===== src/rtl/vc_rate_throttle.sv =====
module vc_rate_throttle #(
  parameter int NUM_STREAMS = 4,
  parameter int INT_W       = 8,
  parameter int FRAC_W      = 25,
  parameter int IDX_W       = 3
) (
  input  logic                               clk,
  input  logic                               rst_n,
  input  logic                               cfg_wr,
  input  logic [IDX_W-1:0]                   cfg_idx,
  input  logic [INT_W-1:0]                   cfg_x,
  input  logic [FRAC_W-1:0]                  cfg_y,
  input  logic                               frame_tick,
  output logic                               budget_valid,
  output logic [NUM_STREAMS*(INT_W+1)-1:0]   budget,
  output logic [NUM_STREAMS-1:0]             rate_pending,
  output logic                               idx_err
);
  localparam int BUD_W = INT_W + 1;
  localparam logic [IDX_W:0] NS = NUM_STREAMS[IDX_W:0];

  wire bad_idx = cfg_wr && ({1'b0, cfg_idx} >= NS);

  always_ff @(posedge clk) begin
    if (!rst_n) begin
      budget_valid <= 1'b0;
      idx_err      <= 1'b0;
    end else begin
      budget_valid <= frame_tick;
      if (bad_idx) idx_err <= 1'b1;
    end
  end

  for (genvar s = 0; s < NUM_STREAMS; s++) begin : g_stream
    localparam logic [IDX_W-1:0] SEL = s[IDX_W-1:0];
    logic [INT_W-1:0]  sh_x, ac_x;
    logic [FRAC_W-1:0] sh_y, ac_y, acc;
    logic [BUD_W-1:0]  bud;
    logic              pend;

    wire              hit = cfg_wr && (cfg_idx == SEL);
    wire [FRAC_W:0]   sum = {1'b0, acc} + {1'b0, ac_y};

    always_ff @(posedge clk) begin
      if (!rst_n) begin
        sh_x <= '0; sh_y <= '0; ac_x <= '0; ac_y <= '0;
        acc  <= '0; bud  <= '0; pend <= 1'b0;
      end else begin
        if (hit) begin
          sh_x <= cfg_x;
          sh_y <= cfg_y;
        end
        if (frame_tick) begin
          if (pend) begin
            ac_x <= sh_x;
            ac_y <= sh_y;
            acc  <= sh_y;
            bud  <= {1'b0, sh_x};
          end else begin
            acc  <= sum[FRAC_W-1:0];
            bud  <= {1'b0, ac_x} + {{INT_W{1'b0}}, sum[FRAC_W]};
          end
        end
        if (hit) pend <= 1'b1;
        else if (frame_tick) pend <= 1'b0;
      end
    end

    assign budget[s*BUD_W +: BUD_W] = bud;
    assign rate_pending[s] = pend;
  end
endmodule


===== config.mk =====
export PLATFORM = sky130hd
export DESIGN_NAME = vc_rate_throttle
export DESIGN_NICKNAME = d
export VERILOG_FILES = /design/src/rtl/vc_rate_throttle.sv
export SDC_FILE = /design/constraint.sdc
export NUM_CORES = 1
export LEC_CHECK = 0
export ABC_AREA = 0
export BUFFER_PORTS_ARGS = -buffer_cell sky130_fd_sc_hd__buf_2
export CORE_UTILIZATION = 29
export DETAILED_ROUTE_END_ITERATION = 10
export GPL_TIMING_DRIVEN = 0
export HOLD_SLACK_MARGIN = 0.15
export PLACE_DENSITY = 0.56
export SKIP_CTS_REPAIR_TIMING = 1
export SLEW_MARGIN = 15
export SYNTH_ARGS = -nofsm -noshare
export SYNTH_HDL_FRONTEND = slang
export SYNTH_SLANG_ARGS = --single-unit

===== constraint.sdc =====
create_clock -name clk -period 4.5 [get_ports clk]
set_input_delay 0.45 -clock clk [delete_from_list [all_inputs] [get_ports clk]]
set_output_delay 0.45 -clock clk [all_outputs]
set_load 0.01 [all_outputs]

== Yosys cells after proc, flatten, opt, wreduce, memory -nomap -nowiden ==
Index checks and enable logic that the tools add are counted.
Word-level totals
  flip-flop bits (word level): 406
  latch bits: 0
  RAM bits: 0
  ROM bits: 0
  input port bits: 40
  output and inout port bits: 42
  word-level logic and storage cells: 69
  memories: 0
Operators by class
  add/subtract/negate cells: 8
  $mul: 0
  div/mod/pow operators: 0
  order comparisons: 1
  equal/unequal tests: 3
  shifts and indexed selects: 0
  multiplexer cells: 13
  bitwise gates (word level): 0
  reduce and logical (&&, ||, !) cells: 14
Operator list (number)
  $add A25 B25 Y26: 4
  $mux W25: 4
  $add A8 B1 Y9: 4
  $mux W9: 4
  $reduce_and A2 Y1: 4
  $reduce_bool A2 Y1: 4
  $eq A3 B2 Y1 const B: 2
  $logic_and A1 B1 Y1: 5
  $mux W1: 5
  $eq A3 B1 Y1 const B: 1
  $ge A3 B3 Y1 const B: 1
  $logic_not A3 Y1: 1

== Longest topological paths before layout ==
Gate-level depths: netlist (run 1).
  depth after elaboration: 3
  gate-level depth with buffers: 18
  depth with buffers taken out: 17

== Worst setup path after synthesis (run 1) ==
No wires, ideal clock.
  path kind: flip-flop to flip-flop
  start point: reg g_stream[2].ac_y[1]
  end point: reg g_stream[2].bud[7]
  library setup time: 128 ps
  arrival: 3122 ps
  required time: 4372 ps
  path slack: 1251 ps
  stages on the path, launching flop included: 17
  path buffers: 0
  period minus slack after synthesis: 3249 ps
  cells stage by stage: dfxtp_1 > ha_1 > a21o_1 > a21oi_1 > o31ai_1 > a21bo_2 > a41oi_1 > o31ai_1 > a21oi_1 > o21ai_0 > ha_1 > and4_1 > and2_1 > xnor2_1 > o21ai_0 > mux2i_1 > nor2_1
Between the ends
  longest elaborated chain between the ends: 3
RTL lines
  from (decl): line 37  | logic [FRAC_W-1:0] sh_y, ac_y, acc;
  from (signal assigned): line 56  | ac_y <= sh_y;
  $add A25 B25 Y26: line 42  | wire [FRAC_W:0] sum = {1'b0, acc} + {1'b0, ac_y};
  $add A8 B1 Y9: line 61  | bud <= {1'b0, ac_x} + {{INT_W{1'b0}}, sum[FRAC_W]};
  $mux W9: line 54  | if (pend) begin
  to (signal assigned): line 58  | bud <= {1'b0, sh_x};
  to (signal assigned): line 61
  to (decl): line 38  | logic [BUD_W-1:0] bud;
Every way passes these cells.
A chain may end at the register's enable or synchronous reset.

== Worst setup path after layout (run 1) ==
  start point: reg g_stream[2].ac_y[1]
  end point: reg g_stream[2].bud[2]
Same word-level chain as after synthesis.

==> results of run 1 <==
power groups by stage:
stage	Sequential, W	Combinational, W	Clock (W)
finish	0.00370	0.000551	0.00406
global route	0.00371	0.000584	0.00425
CTS	0.00370	0.000541	0.00411
detailed placement	0.00378	0.000539	0
global placement	0.00378	0.000538	0
floorplan	0.00377	0.000290	0
state kept, by name, indices dropped and copies added, names as in the netlist:
name	cells
g_stream.sh_y	100
g_stream.acc	100
g_stream.pend	4
budget_valid	1
g_stream.ac_y	100
g_stream.sh_x	32
g_stream.ac_x	32
g_stream.bud	36
idx_err	1
stage by stage:
step	hold slack (ps)	utilization [%]	instance area (µm²)	std cells	worst slack [ps]
after floorplan	437	-	20200	2629	1250
after global placement	444	31.6	21800	3639	17.5
after detailed placement	447	31.6	21800	3639	35.0
after CTS	109	34.0	23400	3724	7.99
after global routing	173	34.0	23400	3724	85.6
final	139	34.0	23400	3725	382
cells in the final DEF (no fill, tap or decap), drive strengths merged, types with 15 or more instances in the layout:
master,instances
nand2,695
and3,20
nor2,125
nand4,23
buf,96
mux2i,56
a21oi,423
inv,46
o21a,16
o21ai,172
a31oi,27
dfxtp,406
ha,108
clkbuf,229
xor2,62
a21o,47
a211oi,16
nand3,20
xnor2,47
o211ai,15
area by class of cell:
type	instances	area (µm²)	area share [%]
Tap cell	931	1160	4.97
Inverter	45	169	0.721
Timing Repair Buffer	79	395	1.69
Clock inverter	13	200	0.855
Antenna cell	1	2.50	0.0107
Multi-Input combinational cell	2004	11300	48.1
Sequential cell	406	8130	34.7
Buffer	174	671	2.86
Clock buffer	72	1420	6.06
cell usage after synthesis, types with 3 or more instances:
| cell type | number | area [µm²] |
|---|---|---|
| sky130_fd_sc_hd__a211oi_1 | 16 | 120 |
| sky130_fd_sc_hd__buf_1 | 12 | 45.0 |
| sky130_fd_sc_hd__o211ai_1 | 15 | 113 |
| sky130_fd_sc_hd__o41ai_1 | 3 | 26.3 |
| sky130_fd_sc_hd__nor3_1 | 9 | 45.0 |
| sky130_fd_sc_hd__and4_1 | 4 | 35.0 |
| sky130_fd_sc_hd__o221ai_1 | 6 | 52.6 |
| sky130_fd_sc_hd__a221o_1 | 3 | 30.0 |
| sky130_fd_sc_hd__and3_1 | 20 | 125 |
| sky130_fd_sc_hd__a22o_1 | 7 | 61.3 |
| sky130_fd_sc_hd__o21ai_0 | 171 | 856 |
| sky130_fd_sc_hd__xor2_1 | 62 | 543 |
| sky130_fd_sc_hd__xnor2_1 | 47 | 412 |
| sky130_fd_sc_hd__nor3b_1 | 3 | 22.5 |
| sky130_fd_sc_hd__dfxtp_1 | 406 | 8130 |
| sky130_fd_sc_hd__a21oi_1 | 423 | 2120 |
| sky130_fd_sc_hd__o21a_1 | 16 | 120 |
| sky130_fd_sc_hd__inv_1 | 45 | 169 |
| sky130_fd_sc_hd__buf_4 | 4 | 30.0 |
| sky130_fd_sc_hd__and2_1 | 10 | 62.6 |
| sky130_fd_sc_hd__nand4_1 | 23 | 144 |
| sky130_fd_sc_hd__a21o_1 | 47 | 353 |
| sky130_fd_sc_hd__o21bai_1 | 8 | 60.1 |
| sky130_fd_sc_hd__o31ai_1 | 8 | 60.1 |
| sky130_fd_sc_hd__a41oi_1 | 6 | 52.6 |
| sky130_fd_sc_hd__nor2b_1 | 10 | 62.6 |
| sky130_fd_sc_hd__nand2_1 | 695 | 2610 |
| sky130_fd_sc_hd__clkbuf_1 | 157 | 589 |
| sky130_fd_sc_hd__fa_1 | 4 | 80.1 |
| sky130_fd_sc_hd__ha_1 | 108 | 1350 |
| sky130_fd_sc_hd__or3_1 | 3 | 18.8 |
| sky130_fd_sc_hd__a211o_1 | 3 | 26.3 |
| sky130_fd_sc_hd__a22oi_1 | 4 | 30.0 |
| sky130_fd_sc_hd__a31o_2 | 5 | 43.8 |
| sky130_fd_sc_hd__nor2_1 | 125 | 469 |
| sky130_fd_sc_hd__nand2b_1 | 4 | 25.0 |
| sky130_fd_sc_hd__o22ai_1 | 5 | 31.3 |
| sky130_fd_sc_hd__mux2i_1 | 56 | 561 |
| sky130_fd_sc_hd__nand3_1 | 20 | 100 |
| sky130_fd_sc_hd__a31oi_1 | 27 | 169 |
worst max-delay path, cell delays in order (launching register included):
cell and delay (ps):
sky130_fd_sc_hd__dfxtp_1 340, sky130_fd_sc_hd__ha_1 290, sky130_fd_sc_hd__a21o_1 110, sky130_fd_sc_hd__a21oi_1 130
sky130_fd_sc_hd__o31ai_2 480, sky130_fd_sc_hd__a21bo_2 260, sky130_fd_sc_hd__a41oi_1 210, sky130_fd_sc_hd__o31ai_2 420
sky130_fd_sc_hd__a21oi_1 120, sky130_fd_sc_hd__o21ai_1 330, sky130_fd_sc_hd__ha_1 300, sky130_fd_sc_hd__nand2_1 90
sky130_fd_sc_hd__xor2_1 140, sky130_fd_sc_hd__o21ai_0 590, sky130_fd_sc_hd__mux2i_1 160, sky130_fd_sc_hd__nor2_1 110
per-layer routing:
metal / up-vias / track usage (%) / part of all wire [%]
li1: 9268 / - / -
met1: 9045 / 28.6 / 47
met2: 665 / 30.4 / 43
met3: 119 / 3.67 / 7.5
met4: 6 / 6.88 / 3.1
met5: - / 0 / 0.056
worst max path at each step:
stage          slack (ps)  cells after the start                  to
3_5_place_dp           40                     16  g_stream[2].bud[7]
6_report              380                     15  g_stream[2].bud[2]
3_3_place_gp           20                     16  g_stream[2].bud[7]
2_1_floorplan        1250                     16  g_stream[2].bud[7]
5_1_grt                90                     16  g_stream[2].bud[7]
4_1_cts                 8                     16  g_stream[2].bud[7]
cell families (layout without fill, tap and decap cells):
family | after synthesis | in the layout | synth area share (%)
adder cells (fa/ha/maj) | 112 | 112 | 7.08
flip-flops | 406 | 406 | 40.2
AND/OR/NAND/NOR | 933 | 933 | 18.7
XOR/XNOR | 109 | 109 | 4.72
other | 0 | 1 | 0
multiplexers | 56 | 56 | 2.77
AO/OA/AOI/OAI | 794 | 794 | 22.4
buffers and inverters | 219 | 383 | 4.15
==> impl.org, run 1 <==
** Global routing
- The number of antenna violations at the first check in global routing came to 5.
- Entering global routing, the biggest net connects 13 pins.
- Total global-route track usage :: 20.2%
- The first global-routing pass estimated 108,000 µm of wire.
- Summed over all layers, the global routing overflow is 0.
- The number of global-route vias before repair came to 17,400.

** Detailed routing
- Initial drt markers :: 1,666
- DRT antenna net count :: 0
- The routed layout has 19,100 vias.
- In the routed layout, each cell is associated on average with a via count of 5.13.
- DR pass1 iterations :: 5
- Dividing the detail-routed wire length by the instance count gives 19.6 µm.
- Summed over all layers, the routed wires come to 73,100 µm.
- Remaining design rule violation count :: 0

** STA
- Derived from the worst setup path, the maximum achievable clock frequency is 0.243 GHz.
- After layout, the minimum clock period comes to 4120 ps.
- The number of failing hold endpoints at the final stage is 0.
- Fraction of the cycle the final worst path needs :: 91.5%
- Worst clock skew on the final layout :: 16.8 ps
- Final Slew Violations :: 0
- Post-Route Setup TNS :: 0 ps
- Slew margin rel. :: 22.5%
- At the pin with the least slew margin, the transition time is 1160 ps.
- Setup violations remaining at the end of the flow were counted as 0.
- RSZ-0062 raised after global routing :: false

** Floorplanning
- The die covers 0.0708 mm².
- In this run the count of I/O pins placed on the die edge is 82.
- The floorplan step set the die height to 266 µm.
- Die Wd :: 266 µm
- Once the floorplan was initialized, standard cells occupied 29.4% of the core.
- Standard cell core area :: 0.0688 mm²
- After floorplanning, the core was divided into 96 placement rows.

** Power and ir drop
- Part of the total power dissipated in the clock network :: 48.8%
- For this design the static power due to leakage is 8.82 nW.
- Internal power comes to 0.00624 W.
- In this run the power spent charging and discharging nets is 0.00206 W.
- Net switching is 24.8% of the power.
- Power density of the placed cells :: 355 mW/mm²
- Overall power of the completed layout :: 0.00831 W
- Sequential cell fraction of total power :: 44.6%
- Maximum VDD drop :: 0.000291 V
- Combinational logic burns 6.6% of the power.

** Synth
- The mapped netlist covers 0.0202 mm².
- Distinct cells, synth :: 62
- Post-synth EDFFs :: 0
- For this run, the number of Yosys warnings is 0.
- For this run, the register share of the synthesized area comes to 40.2%.
- Number of storage elements in the synthesis netlist :: 406
- Async set-reset flop share out of synthesis :: 0%
- Averaged over all synthesized cells, the footprint is 7.69 µm².
- Cell count after synthesis :: 2,629
- Ys flop type :: sky130_fd_sc_hd__dfxtp_1
- Net count of the mapped netlist :: 2,781

** Critical path
- Data on the critical path is required at its endpoint by 5020 ps.
- Startpoint kind of the worst setup timing path :: register
- STA classifies the critical path endpoint as a register.
- In this run the critical register-to-register path is launched from g_stream[2].ac_y[1].
- The worst register-to-register path has a setup slack of 380 ps.
- In this run the critical register-to-register path is captured at g_stream[2].bud[2].
- Worst setup path startpoint :: g_stream[2].ac_y[1]
- Data arrives at the worst endpoint at 4640 ps.
- Counting cells, the worst reg-to-reg path comes to 15.
- In this run the worst path has a maximum fanout of 4.
- CP Class :: reg2reg

** Worst hold path
- Startpoint of the most critical hold path :: cfg_idx[2]
- HP Class :: in2reg
- Cell depth of the worst min-delay path :: 3
- Hold Crit Endpoint :: idx_err

** Final layout
- Number of fill cells in the layout :: 7,348
- Synthesis-to-finish area growth :: 15.8%
- Proportion of layout cells with a drive suffix above 1 :: 6.30%
- In the final design database the tool counted 2,908 nets.

** Clock tree
- The tree is rooted in a sky130_fd_sc_hd__clkbuf_16.
- Htree depth :: 2
- Num CTS Buffers :: 46
- CTS tree :: yes
- Maximum buffer depth of the clock tree :: 3
- Worst skew pair latency :: 590 ps
- After clock tree synthesis, the clock-pin slew on the worst setup and hold paths is 60 ps.
- Sink Count :: 406

** Flow run
- Max-cap violations in this run came to 0.

** Placed design
- After legalization and detailed placement, the total HPWL measured 52,500 µm.
- Input and output buffers added on the ports amount to 79.
- The congestion estimate from routability-driven global placement came to 0.909.

** Run status
- Status :: finished, final reports clean
Power figures use the tool's default switching activity.
==> inputs of run 2 (changes only) <==
--- a/config.mk
+++ b/config.mk
@@ -5,13 +5,13 @@
 export SDC_FILE = /design/constraint.sdc
 export NUM_CORES = 1
 export LEC_CHECK = 0
-export ABC_AREA = 0
+export ABC_AREA = 1
 export BUFFER_PORTS_ARGS = -buffer_cell sky130_fd_sc_hd__buf_2
 export CORE_UTILIZATION = 29
 export DETAILED_ROUTE_END_ITERATION = 10
 export GPL_TIMING_DRIVEN = 0
 export HOLD_SLACK_MARGIN = 0.15
-export PLACE_DENSITY = 0.56
+export PLACE_DENSITY = 0.55
 export SKIP_CTS_REPAIR_TIMING = 1
 export SLEW_MARGIN = 15
 export SYNTH_ARGS = -nofsm -noshare
==> run 2 against run 1 <==
- count of clock-buffer cells in the layout down 8
- die area increased by 11%
- flip-flop and latch count unchanged
- combinational power down 29%
- register-to-register slack improved by 1100 ps
- clock power is 6.2% lower
- non-clock buffer count shrank 49
- cell count up 26%
- synthesized area up 11%
- first-iteration DRC count grew 2.2%
- sequential power barely moved
- critical path type unchanged
==> impl.org, run 2 <==
** Run status
- Status :: finished, final reports clean

** STA
- Setup total negative slack on the finished layout was measured at 0 ps.
- Subtracting the final worst setup slack from the clock period gives 3010 ps.
- Transition time at the pin with the least slew margin :: 996 ps
- Highest Clock Rate :: 0.332 GHz
- Setup repair after global routing left no endpoint under its margin.
- On the final layout, the worst hold slack is 196 ps.
- After layout, the worst path uses 66.9% of the clock period.
- Clock skew on the completed layout was measured at 17.5 ps.
- The number of pins exceeding their max-slew limit in the final report is 0.
- Setup violation total in the final timing report :: 0
- The number of failing hold endpoints at the final stage was 0.
- Final WS setup :: 1490 ps
- Slew margin rel. :: 33.6%

** Synth
- After synthesis, the share of flip-flops with an asynchronous set or reset is 0%.
- Most frequent cell after synthesis :: sky130_fd_sc_hd__nand2_1
- Cell count after synthesis :: 3,505
- Yosys warning total :: 0
- Number of storage elements in the synthesis netlist :: 406
- Biggest area consumer among synthesized cells :: sky130_fd_sc_hd__dfxtp_1
- After synthesis the cells add up to 0.0224 mm².
- Among all flip-flop cells after synthesis, the most frequent one is sky130_fd_sc_hd__dfxtp_1.
- Post-synth EDFFs :: 0
- The synthesized netlist contains 34 unique library cells.
- In this run the mean area of a mapped cell was 6.39 µm².
- The share of synthesized area in the top cell type comes to 36.3%.
- The number of nets handed over by synthesis was 3,657.
- Summing the sequential cell areas from Yosys gives 36.3% of the chip area.
- Most frequent cells after synthesis :: 1,218 x sky130_fd_sc_hd__nand2_1, 459 x sky130_fd_sc_hd__inv_1, 406 x sky130_fd_sc_hd__dfxtp_1
- In the post-synthesis netlist, the biggest area contributors are sky130_fd_sc_hd__dfxtp_1 36%, sky130_fd_sc_hd__nand2_1 20%, sky130_fd_sc_hd__inv_1 7.7%, sky130_fd_sc_hd__a21oi_1 6.8%, sky130_fd_sc_hd__ha_1 6.0%.

** Critical path
- Worst setup slack for register-to-register paths :: 1490 ps
- CP Class :: reg2reg
- The startpoint identified for the worst register-to-register timing path is g_stream[2].ac_y[3].
- The most critical setup path has its startpoint at g_stream[2].ac_y[3].
- STA classifies the critical path endpoint as a register.
- Critical-path cell with the highest stage delay :: sky130_fd_sc_hd__ha_1
- Destination of the worst register-to-register timing path :: g_stream[2].bud[7]
- Data arrival time of the critical path :: 3550 ps
- CP Data Required Time :: 5040 ps
- Worst-path maximum fanout :: 6
- Critical path buffers and inverters :: 2
- Reg2Reg Depth :: 18
- Critical Path Most Common Cell :: sky130_fd_sc_hd__nand2_1
- The critical path goes through ha_1, nand2_1, nor2_1, nand2_1, nand3_1, nand2_1, nand3_1, nand4_1, nand2_1, ha_1, nand3_1, inv_1, nand4_1, xnor2_1, nand2_1, nand3_1, nand2_1, inv_1.
- On the critical path the largest part of the delay comes from simple AND/OR/NAND/NOR gates.
- Slowest stage delay, CP :: 390 ps
- Startpoint kind of the worst setup timing path :: register

** Detailed routing
- DRT antenna net count :: 0
- Detail-routed via count per cell :: 4.65
- In the final routed layout, each cell accounts on average for 16.5 µm.
- Remaining design rule violation count :: 0
- In this run, the number of DRC markers left after iteration 0 of detailed routing was 1,703.
- The pre-antenna-repair detailed-routing pass consisted of 5 iterations.
- Number of vias after detailed routing :: 21,900
- For this block, the routed nets add up to 77,400 µm of wire.

** Final layout
- Of the cells placed in the final design, the portion with a size suffix greater than 1 is 7.52%.
- Largest regs :: g_stream.ac_y: 100 flops, g_stream.acc: 100 flops, g_stream.sh_y: 100 flops
- The area growth from synthesis to layout is 14.3%.
- The net count of the finished layout is 3,785.
- The library cell used most frequently in the layout, excluding fill and tap cells, is sky130_fd_sc_hd__nand2_1.
- Most frequent cells in the layout :: 1,218 x sky130_fd_sc_hd__nand2_1, 459 x sky130_fd_sc_hd__inv_1, 406 x sky130_fd_sc_hd__dfxtp_1
- Once layout is complete, the utilization of the core stands at 33.6%.
- Design Area, Final :: 0.0256 mm²

** Placed design
- Summing all placed instances gives a cell area of 0.0241 mm².
- Final HPWL from detailed placement :: 60,100 µm
- Port buffering added 80 buffers.
- Worst slack after detailed placement :: 1580 ps
- Final estimated routing congestion in global placement :: 0.912

** Global routing
- The number of global-route vias before repair came to 20,700.
- Wire length of the first global-routing pass :: 119,000 µm
- Total global-route track usage :: 19.6%
- Residual overflow from global routing :: 0
- Fraction of met3 tracks used by global routing :: 3.86%
- For this run, global-route usage on met1 was measured as 26.9%.
- GR met2 Demand/Resource :: 31.0%
- Entering global routing, the biggest net connects 14 pins.
- After global routing, the most crowded layer is met2.
- Initial antenna violation count :: 4

** Floorplanning
- 82 I/O pins were placed.
- Standard cell core area :: 0.0762 mm²
- Row count :: 101
- Vertical die dimension :: 280 µm
- The initial utilization of the core area, before any placement, comes to 29.4%.
- The die covers 0.0784 mm².
- In this run the horizontal extent of the chip is 280 µm.

** Clock tree
- In this run the deepest clock path goes through 3 buffers.
- Buffers inserted during clock tree synthesis total 46.
- Htree depth :: 2
- Worst skew pair latency :: 590 ps
- Clock tree synthesis found a total of 406 sinks.
- CTS tree :: yes
- Clock-pin slew was measured on the worst setup and hold paths at 70 ps.
- The root buffer cell chosen for the clock tree is sky130_fd_sc_hd__clkbuf_16.

** Worst hold path
- The worst hold path belongs to the class in2reg.
- Startpoint of the most critical hold path :: cfg_wr
- Cell depth of the worst min-delay path :: 3
- Hold Crit Endpoint :: idx_err

** Flow run
- Maximum Capacitance Violations :: 0

** Power and ir drop
- VDD sags by at most 0.000279 V.
- Power density of the placed cells :: 307 mW/mm²
- The analysis attributes to cell leakage a power of 12.3 nW.
## run 2: changes by cell type after synthesis, moves of 56 or more
cell                       previous run  this run
sky130_fd_sc_hd__nor2_1             125       322
sky130_fd_sc_hd__inv_1               45       459
sky130_fd_sc_hd__clkbuf_1           157        57
sky130_fd_sc_hd__nand2_1            695      1218
sky130_fd_sc_hd__a21oi_1            423       304
sky130_fd_sc_hd__nand3_1             20       161
sky130_fd_sc_hd__mux2i_1             56         0
## run 2: routing by layer
metal	vias up	share of wire, %
met5	-	0
met4	0	2.5
met3	100	6.6
met2	491	43
met1	9976	48
li1	11300	-
## run 2: worst max path at each step
stage	cells after the start	slack, ps	end
finish	18	1490	g_stream[2].bud[7]
floorplan	17	2200	g_stream[3].bud[7]
global placement	18	1600	g_stream[2].bud[7]
global route	18	1200	g_stream[2].bud[7]
detailed placement	18	1580	g_stream[2].bud[7]
CTS	18	1560	g_stream[2].bud[7]
## run 2: cell type report
class                   instances  area, µm²
plain buffers                 124        566
fillers                      8460      50600
clock buffers                  64       1310
flip-flops and latches        406       8130
well taps                    1030       1290
repair buffers                 80        400
diodes                          4       10.0
clock inverters                19        193
inverters                     470       1770
multi-input cells            2505      12000
## run 2: kinds of logic after synthesis
group / count (synthesis) / synth area share (%)
XOR/XNOR: 32 / 1.25
adder cells (fa/ha/maj): 112 / 6.39
flip-flops: 406 / 36.3
buffers and inverters: 594 / 10.4
AO/OA/AOI/OAI: 521 / 12.1
AND/OR/NAND/NOR: 1840 / 33.6
## run 2: per-stage QoR
| stage | total power [W] | std cells |
|---|---|---|
| finish | 0.00787 | 4702 |
| global route | 0.00811 | 4699 |
| CTS | 0.00793 | 4698 |
| detailed placement | 0.00413 | 4615 |
| global placement | 0.00413 | 4615 |
| floorplan | 0.00392 | 3505 |
## run 2: worst min-delay path: stages
cell,delay (ps)
sky130_fd_sc_hd__buf_2,140
sky130_fd_sc_hd__a21oi_1,80
sky130_fd_sc_hd__nor2_1,70
## run 2: power by group
group / switching, W / total, W / internal, W
Combinational: 0.000310 / 0.000390 / 0.0000793
Sequential: 0.0000268 / 0.00367 / 0.00364
Clock: 0.00160 / 0.00381 / 0.00221
==> inputs of run 3 (changes only) <==
--- a/config.mk
+++ b/config.mk
@@ -11,7 +11,7 @@
 export DETAILED_ROUTE_END_ITERATION = 10
 export GPL_TIMING_DRIVEN = 0
 export HOLD_SLACK_MARGIN = 0.15
-export PLACE_DENSITY = 0.55
+export PLACE_DENSITY = 0.57
 export SKIP_CTS_REPAIR_TIMING = 1
 export SLEW_MARGIN = 15
 export SYNTH_ARGS = -nofsm -noshare
==> constraint.sdc (replaced) <==
create_clock -name clk -period 2.7 [get_ports clk]
set_input_delay 0.27 -clock clk [delete_from_list [all_inputs] [get_ports clk]]
set_output_delay 0.27 -clock clk [all_outputs]
set_load 0.01 [all_outputs]
==> run 3 against run 2 <==
- utilization rose by 2.4 points
- global-route usage fell by 0.28 points
- cell count rose by 1.1%
- highest routed layer unchanged
- non-clock buffer count rose by 64
==> impl.org, run 3 (synthesis gave the netlist of run 2 again) <==
** Floorplanning
- 82 I/O pins were placed.
- Standard cell core area :: 0.0762 mm²
- Initial cell density of the core :: 29.4%
- Die Wd :: 280 µm
- Vertical die dimension :: 280 µm
- Die area :: 0.0784 mm²
- Row count :: 101

** Run status
- Status :: finished, final reports clean

** Power and ir drop
- In this run, the clock network consumes 47.6% of the power.
- Summed over all cells, the static leakage comes to 12.5 nW.
- Sequential cells account for 47.1% of the total power.
- For this design the total switching power over the nets is 0.00318 W.
- Internal cell power :: 0.00982 W
- Of the total power, the share spent switching nets is 24.5%.
- In this run the power density over the cells is 474 mW/mm².
- Combinational logic burns 5.3% of the power.
- The worst-case IR drop observed on VDD is 0.000405 V.
- Summing internal, switching and leakage power gives 0.0130 W.

** Detailed routing
- In this run the remaining antenna-violating nets after routing total 0.
- Summed over all layers, the routed wires come to 78,500 µm.
- DR pass1 iterations :: 5
- Post-detailed-route wirelength per cell :: 16.5 µm
- Detail-routed via count per cell :: 4.71
- Remaining design rule violation count :: 0
- Number of vias after detailed routing :: 22,400
- For this block, the initial DRC count from the detailed router was 1,812.

** STA
- The number of failing hold endpoints at the final stage was 0.
- Worst clock skew on the final layout :: 17.5 ps
- Setup violation total in the final timing report :: 0
- Final Slew Violations :: 0
- For this run, the top clock speed supported by timing is 0.383 GHz.
- RSZ-0062 raised after global routing :: true
- Transition time at the pin with the least slew margin :: 1120 ps
- Fraction of the cycle the final worst path needs :: 96.7%
- Adding up every negative setup slack in the final design gives 0 ps.
- The worst path in the final design needs a cycle of 2610 ps, including I/O delays and setup.
- Slew margin rel. :: 25.4%
- Final WS setup :: 88.7 ps

** Global routing
- Pin count of the biggest net entering global routing :: 13
- The number of global-route vias before repair was 20,500.
- The first global-routing pass estimated 117,000 µm of wire.
- Residual overflow from global routing :: 0
- Total global-route track usage :: 19.3%
- The number of antenna violations at the first check in global routing is 0.

** Final layout
- Reg area :: 0.00815 mm²
- NumNets Final :: 3,849
- The largest registers in the layout are g_stream.ac_y: 100 flops, g_stream.acc: 100 flops, g_stream.sh_y: 100 flops.
- The library cell used most frequently in the layout, excluding fill and tap cells, is sky130_fd_sc_hd__nand2_1.
- Cells with a size suffix above 1 make up 12.8% of the layout.
- Fill cells in the final layout number 8,270.
- The library cells used most frequently in the layout, excluding fill and tap cells, are 1,167 x sky130_fd_sc_hd__nand2_1, 455 x sky130_fd_sc_hd__inv_1, 391 x sky130_fd_sc_hd__dfxtp_1.
- Inserted Diodes :: 0
- Layout Cells excl Fill :: 4,755
- Multi-input gate area :: 0.0132 mm²
- Cells fill 36.0% of the core in the end.
- From synthesis to final layout, the design area changed by 22.4%.

** Clock tree
- Num CTS Buffers :: 46
- Maximum buffer depth of the clock tree :: 3
- The H-tree generated during clock tree synthesis spans 2 levels.
- CTS Root Buffer Type :: sky130_fd_sc_hd__clkbuf_16
- For the worst-skew pair, the clock arrives at the later sink with an insertion delay of 590 ps.
- Sink Count :: 406
- CTS tree :: yes
- CTS clock-pin slew for the worst setup and hold paths :: 60 ps

** Critical path
- CP Class :: reg2reg
- In this run the critical register-to-register path is launched from g_stream[2].ac_y[5].
- Crit path capture type :: register
- Data arrival time of the critical path :: 3150 ps
- Worst setup path startpoint :: g_stream[2].ac_y[5]
- CP Data Required Time :: 3240 ps
- Along the worst path, the maximum fanout reaches 4.
- STA classifies the critical path startpoint as a register.

** Placed design
- Detailed placement finished with a half-perimeter wire length of 59,400 µm.
- Cell count after placement :: 4,615
- Number of port buffers :: 80
- Final estimated routing congestion in global placement :: 0.942
- Worst slack after detailed placement :: -229 ps

** Flow run
- Maximum Capacitance Violations :: 0

** Worst hold path
- HP Class :: in2reg
- Startpoint of the most critical hold path :: cfg_y[4]
==> run 3: area by class of cell <==
cell class | instances | share of cell area (%)
Tap cell | 1030 | 4.70
Timing Repair Buffer | 144 | 3.53
Clock buffer | 62 | 4.79
Sequential cell | 406 | 29.7
Clock inverter | 14 | 0.497
Multi-Input combinational cell | 2505 | 48.3
Inverter | 470 | 6.44
Buffer | 124 | 2.08
==> run 3: stage by stage <==
step	area, µm²	hold WS (ps)
floorplan	22400	405
global placement	24100	436
detailed placement	24100	438
CTS	25600	-90.1
global route	27400	155
finish	27400	144
==> run 3: worst paths after layout <==
check	endpoint	cells past startpoint	slack (ps)
worst max-delay path	g_stream[2].bud[7]	18	90
worst min-delay path	g_stream[2].sh_y[4]	3	140
worst max register to register	g_stream[2].bud[7]	18	90
worst min register to register	g_stream[0].sh_x[2]	2	440
==> run 3: power by group through the flow <==
stage          Sequential, W  Clock [W]  Combinational (W)
2_1_floorplan        0.00623          0           0.000303
3_3_place_gp         0.00625          0           0.000631
3_5_place_dp         0.00625          0           0.000631
4_1_cts              0.00611    0.00632           0.000633
5_1_grt              0.00612    0.00656           0.000735
6_report             0.00612    0.00619           0.000693
==> run 3: per-layer routing <==
layer	track usage, %	up-vias	part of all wire, %
li1	-	11400	-
met1	26.9	10200	47
met2	29.8	645	43
met3	3.90	114	7.6
met4	6.14	0	2.9
met5	0	-	0
==> run 3: worst max-delay path: stages, from the launching register on <==
cell and delay, ps:
sky130_fd_sc_hd__dfxtp_1 340, sky130_fd_sc_hd__ha_4 300, sky130_fd_sc_hd__nand2_2 90, sky130_fd_sc_hd__nor2_4 160, sky130_fd_sc_hd__nand2_1 70, sky130_fd_sc_hd__nor2_1 110, sky130_fd_sc_hd__nand2_2 70, sky130_fd_sc_hd__nand3_2 80
sky130_fd_sc_hd__nand4_1 90, sky130_fd_sc_hd__nand2_2 160, sky130_fd_sc_hd__ha_4 170, sky130_fd_sc_hd__nand3_2 90, sky130_fd_sc_hd__inv_2 80, sky130_fd_sc_hd__nand4_1 240, sky130_fd_sc_hd__xnor2_1 240, sky130_fd_sc_hd__nand2_1 60
sky130_fd_sc_hd__nand3_1 70, sky130_fd_sc_hd__nand2_1 50, sky130_fd_sc_hd__inv_1 80
